**src/rtl/bitspread_pkg.sv**
```systemverilog
`timescale 1ns/1ps
package bitspread_pkg;
  localparam int CODE_W      = 6;
  localparam int CLK_PER_BIT = 3;
  localparam int N_SEQ       = 4;
  localparam int MID         = 2 ** (CODE_W - 1);

  // Register length for each source select value.
  function automatic int seq_len(input int idx);
    case (idx)
      0:       return 7;
      1:       return 9;
      2:       return 11;
      default: return 15;
    endcase
  endfunction

  // Second feedback tap, counted from 1 (the first tap is always the MSB).
  function automatic int seq_tap(input int idx);
    case (idx)
      0:       return 6;
      1:       return 5;
      2:       return 9;
      default: return 14;
    endcase
  endfunction

  // Scale a raw value toward mid-scale by 2**dev, keeping the centre.
  function automatic logic [CODE_W-1:0] dev_scale(input logic [CODE_W-1:0] raw,
                                                  input logic [1:0] dev);
    logic signed [CODE_W:0] off;
    off = $signed({1'b0, raw}) - $signed((CODE_W+1)'(MID));
    off = off >>> dev;
    return CODE_W'(off + $signed((CODE_W+1)'(MID)));
  endfunction

  function automatic logic [CODE_W-1:0] span_lo(input logic [1:0] dev);
    return CODE_W'(MID - (MID >> dev));
  endfunction

  function automatic logic [CODE_W-1:0] span_hi(input logic [1:0] dev);
    return CODE_W'(MID + ((MID - 1) >> dev));
  endfunction
endpackage

```
**src/rtl/bitspread_phase.sv**
```systemverilog
`timescale 1ns/1ps
module bitspread_phase #(
  parameter int PERIOD = 3
) (
  input  logic clk_i,
  input  logic rst_ni,
  output logic stb_o
);
  localparam int CW = (PERIOD > 1) ? $clog2(PERIOD) : 1;
  localparam logic [CW-1:0] LAST = CW'(PERIOD - 1);

  logic [CW-1:0] cnt_q;

  always_ff @(posedge clk_i or negedge rst_ni) begin
    if (!rst_ni)            cnt_q <= '0;
    else if (cnt_q == LAST) cnt_q <= '0;
    else                    cnt_q <= cnt_q + 1'b1;
  end

  assign stb_o = (cnt_q == LAST);

  // the strobe never lasts two cycles
  a_r1_stb_single: assert property (@(posedge clk_i) disable iff (!rst_ni)
    stb_o |=> !stb_o);
  // nor does it return after only two cycles
  a_r1_stb_gap: assert property (@(posedge clk_i) disable iff (!rst_ni)
    stb_o |=> ##1 !stb_o);
endmodule

```
**src/rtl/bitspread_lfsr.sv**
```systemverilog
`timescale 1ns/1ps
module bitspread_lfsr #(
  parameter int W     = 7,
  parameter int TAP   = 6,
  parameter int OUT_W = 6
) (
  input  logic             clk_i,
  input  logic             rst_ni,
  input  logic             adv_i,
  output logic [OUT_W-1:0] raw_o
);
  logic [W-1:0] state_q;
  logic [W-1:0] state_nx;

  assign state_nx = {state_q[W-2:0], state_q[W-1] ^ state_q[TAP-1]};
  assign raw_o    = state_nx[OUT_W-1:0];

  always_ff @(posedge clk_i or negedge rst_ni) begin
    if (!rst_ni)    state_q <= '1;
    else if (adv_i) state_q <= state_nx;
  end

  // the all-zero lock-up state is never entered
  a_r9_nonzero: assert property (@(posedge clk_i) disable iff (!rst_ni)
    state_q != '0);
endmodule

```
**src/rtl/bitspread_map.sv**
```systemverilog
`timescale 1ns/1ps
module bitspread_map
  import bitspread_pkg::*;
(
  input  logic              en_i,
  input  logic [1:0]        dev_i,
  input  logic [CODE_W-1:0] raw_i,
  output logic [CODE_W-1:0] code_o
);
  always_comb begin
    if (en_i) code_o = dev_scale(raw_i, dev_i);
    else      code_o = CODE_W'(MID);
  end
endmodule

```
**src/rtl/bitspread_top.sv**
```systemverilog
`timescale 1ns/1ps
module bitspread_top
  import bitspread_pkg::*;
(
  input  logic              clk_i,
  input  logic              rst_ni,
  input  logic              spread_en_i,
  input  logic [1:0]        dev_sel_i,
  input  logic [1:0]        seq_sel_i,
  output logic [CODE_W-1:0] code_o,
  output logic              bit_stb_o
);
  logic              bit_edge;
  logic [CODE_W-1:0] raw_all [N_SEQ];
  logic [CODE_W-1:0] raw_pick;
  logic [CODE_W-1:0] code_nx;
  logic [CODE_W-1:0] code_q;

  bitspread_phase #(.PERIOD(CLK_PER_BIT)) phase_i (
    .clk_i  (clk_i),
    .rst_ni (rst_ni),
    .stb_o  (bit_edge)
  );

  for (genvar g = 0; g < N_SEQ; g++) begin : g_src
    bitspread_lfsr #(
      .W     (seq_len(g)),
      .TAP   (seq_tap(g)),
      .OUT_W (CODE_W)
    ) src_i (
      .clk_i  (clk_i),
      .rst_ni (rst_ni),
      .adv_i  (bit_edge),
      .raw_o  (raw_all[g])
    );
  end

  assign raw_pick = raw_all[seq_sel_i];

  bitspread_map map_i (
    .en_i   (spread_en_i),
    .dev_i  (dev_sel_i),
    .raw_i  (raw_pick),
    .code_o (code_nx)
  );

  always_ff @(posedge clk_i or negedge rst_ni) begin
    if (!rst_ni)       code_q <= CODE_W'(MID);
    else if (bit_edge) code_q <= code_nx;
  end

  assign code_o    = code_q;
  assign bit_stb_o = bit_edge;

  // the code holds across every non-boundary edge
  a_r3_hold: assert property (@(posedge clk_i) disable iff (!rst_ni)
    !bit_stb_o |=> $stable(code_o));
  // disabled at a boundary means mid-scale afterwards
  a_r4_idle_mid: assert property (@(posedge clk_i) disable iff (!rst_ni)
    (bit_stb_o && !spread_en_i) |=> (code_o == CODE_W'(MID)));
  // spread codes stay inside the span of the sampled deviation
  a_r6_span: assert property (@(posedge clk_i) disable iff (!rst_ni)
    (bit_stb_o && spread_en_i) |=>
      (code_o >= span_lo($past(dev_sel_i)) && code_o <= span_hi($past(dev_sel_i))));
endmodule

```
**config.mk**
```make
export PLATFORM = sky130hd
export DESIGN_NAME = bitspread_top
export DESIGN_NICKNAME = d
export VERILOG_FILES = /design/src/rtl/bitspread_pkg.sv /design/src/rtl/bitspread_phase.sv /design/src/rtl/bitspread_lfsr.sv /design/src/rtl/bitspread_map.sv /design/src/rtl/bitspread_top.sv
export SDC_FILE = /design/constraint.sdc
export NUM_CORES = 1
export LEC_CHECK = 0
export BUFFER_PORTS_ARGS = -buffer_cell sky130_fd_sc_hd__buf_4
export CORE_UTILIZATION = 40
export CTS_CLUSTER_DIAMETER = 200
export DETAILED_ROUTE_END_ITERATION = 12
export PLACE_DENSITY_LB_ADDON = 0.05
export SETUP_SLACK_MARGIN = 0.15
export SYNTH_ARGS = -nofsm -noshare
export SYNTH_HDL_FRONTEND = slang
export SYNTH_HIERARCHICAL = 1
export SYNTH_SLANG_ARGS = --single-unit
```
**constraint.sdc**
```tcl
create_clock -name clk_i -period 4.8 [get_ports clk_i]
set_input_delay 1.2 -clock clk_i [delete_from_list [all_inputs] [get_ports clk_i]]
set_output_delay 1.2 -clock clk_i [all_outputs]
set_load 0.02 [all_outputs]
```
==> impl_metrics.toml <==
[worst_hold_path]
min_to = "phase_i/cnt_q[0]"
hp-class = "flop to flop"
hp-start = "phase_i/cnt_q[1]"
hold_depth = 1

[logic_synthesis]
syn_area_sq_um = 2480
synth.area.mux_share = 0.325
synth_nets = 162
synthSimpleGateAreaFrac = 0.0222
ys_seq_elements = 50
synthCells = 155
yosysSeqAreaShare = 0.527
synth-compound-area-share = 0.0167
synth_adder_area_share = 0
synth_top_family_by_area = "multiplexers"
synth_edf_count = 0
synth.avg_cell_area_sq_um = 16.0
ys_warn_count = 6
synth_xor_area_frac = 0.0141
synthDistinctLibCells = 23
async_flop_share = 1.00
synth-main-ff-cell = "dfstp_2"

[final_layout]
design_area_sq_um = 2540
num-fill-cells = 543
final_nets = 155
drive_gt1_frac = 0.819
utilization = 0.427
synthToLayoutAreaGrowth_pct = 2.63
diodes = 0

[placed_design]
place_ws_ps = 1880
dpl_cell_area_sq_um = 2450
port_buffers = 13
gp_congestion = 0.716
dp_hpwl_um = 2420

[setup_path]
timing.setup.critical_path_class = "input pin to flop"
cpMostUsedCell = "mux4_2"
required_ps = 4990
crit_fanout = 6
startpoint_type = "input pin"
critPathSlowestCell = "mux4_2"
reg2reg_to = "code_o[1]"
rrSetupSlack_ps = 2900
r2r_start = "g_src[3].src_i/state_q[3]"
arrival_ps = 2790
cp-end-kind = "flop"
slowest_delay_ps = 550
path_cells = "buf_4, mux4_2, mux4_2, and2_1, mux2_2"
r2r_cells = 4

[floorplanning]
dieArea_sq_um = 6510
start_util = 0.416
io_pins = 14
num_rows = 28
placeableCoreArea_sq_um = 5960
die_x_um = 80.7
die_h_um = 80.7

[clock_tree]
path_clk_slew_ps = 90
cts_resized = 0
cts_tree = "done"
cts.sinks = 50
cts_buffer_depth = 2
postCtsSetupBuffers = 0
cts_max_level = 2
clock_latency_ps = 300
cts_hold_buf = 0
numCtsBuffers = 5
cts-root-buf = "clkbuf_8"

[power]
power.leakage_nw = 1.05
vdd_drop_max_v = 0.000117
pwr_density_cell_nw_per_um2 = 278

[routing]
drcViolationCount = 0
drt-total-wl_um = 3640
firstDrtPassIters = 4
via_per_inst = 4.96
vias = 1110
ant_nets = 0
drtIter0Drc = 46
detail_route.wl_per_cell_um = 16.3

[sta]
worstMarginPinSlew_ps = 703
fin_crit_ps = 2600
slew_violations = 0
fin_ws_ps = 2200
timing.final.hold_violations = 0
tns_ps = 0
max_freq_ghz = 0.384
fin_crit_sh = 0.543
skew_ps = 4.72
finalSetupViolations = 0
rsz0062_at_grt = "false"
relSlewSlack = 0.532

[global_route]
antenna_found_initial = 0
grt_pass1_vias = 1211
grtUsageTotal = 0.130
grt_pass1_wl_um = 6260
grt_max_degree = 51
gr-total-overflow = 0

[run]
cap_violations = 0

[outcome]
run_status = "finished clean"
==> logic make-up (layout without fill, tap and decap cells) <==
kind of cell | after synthesis | count (layout)
AO/OA/AOI/OAI | 5 | 5
XOR/XNOR | 4 | 4
buffers and inverters | 28 | 22
flip-flops | 50 | 50
multiplexers | 58 | 58
AND/OR/NAND/NOR | 10 | 10
==> cell usage in the layout (no fill, tap or decap), drive strengths merged <==
cell,instances
o21ai,1
xor2,4
and2b,1
o22ai,1
mux2i,2
nor2b,1
o32ai,1
mux2,49
clkinvlp,1
o211a,1
and2,2
o311a,1
nor2,2
nand2,2
clkinv,1
dfstp,43
nand2b,2
mux4,7
clkbuf,6
dfrtp,7
buf,14
==> worst max path at each step <==
stage                  from         to  slack [ps]  cells past startpoint
2_1_floorplan  seq_sel_i[0]  code_o[1]        1980                      5
3_3_place_gp   seq_sel_i[0]  code_o[1]        1910                      5
3_5_place_dp   seq_sel_i[0]  code_o[1]        1880                      5
4_1_cts        seq_sel_i[0]  code_o[1]        2200                      5
5_1_grt        seq_sel_i[0]  code_o[1]        2170                      5
6_report       seq_sel_i[0]  code_o[1]        2200                      5
==> power breakdown <==
group          leakage, nW  switching (mW)  internal, mW
Combinational        0.474          0.0169        0.0106
Sequential           0.534        0.000853         0.425
Clock               0.0472           0.137         0.116
Total                 1.05           0.154         0.552
==> through the flow <==
step,power (mW),hold WS (ps),cells
2_1_floorplan,0.444,404,155
3_3_place_gp,0.460,426,216
3_5_place_dp,0.461,452,216
4_1_cts,0.720,466,224
5_1_grt,0.738,509,224
6_report,0.706,460,224
==> state kept, by name (all words and copies together) (netlist names) <==
name / count
phase_i/cnt_q: 2
code_o: 6
g_src.src_i/state_q: 42
==> Yosys cell counts, drive strengths merged, types with 2 or more instances <==
cell type  instances  area (sq um)
dfrtp              7           175
dfstp             43          1130
and2               2          12.5
mux4               7           158
buf               28           236
nor2               2          7.51
nand2b             2          12.5
mux2              49           627
mux2i              2          20.0
xor2               4          35.0
nand2              2          7.51
==> critical path: cells and delay by family <==
kind,cells,cell delay [ps]
AND/OR/NAND/NOR,1,160
multiplexers,3,1270
buffers and inverters,1,150
==> area by class of cell <==
| type | instances | area [sq um] | share of cell area |
|---|---|---|---|
| clock buffers | 6 | 82.6 | 0.0325 |
| clock inverters | 2 | 12.5 | 0.00492 |
| well taps | 75 | 93.8 | 0.0369 |
| multi-input cells | 77 | 943 | 0.371 |
| repair buffers | 14 | 105 | 0.0413 |
| flip-flops and latches | 50 | 1310 | 0.513 |
==> metal layers <==
layer	track usage	wire (um)	up-vias
met2	0.202	1690	16
met4	0.0482	40	0
met3	0.0352	132	5
li1	-	-	512
met5	0	0	-
met1	0.174	1780	577
(Power assumes the default switching activity.)
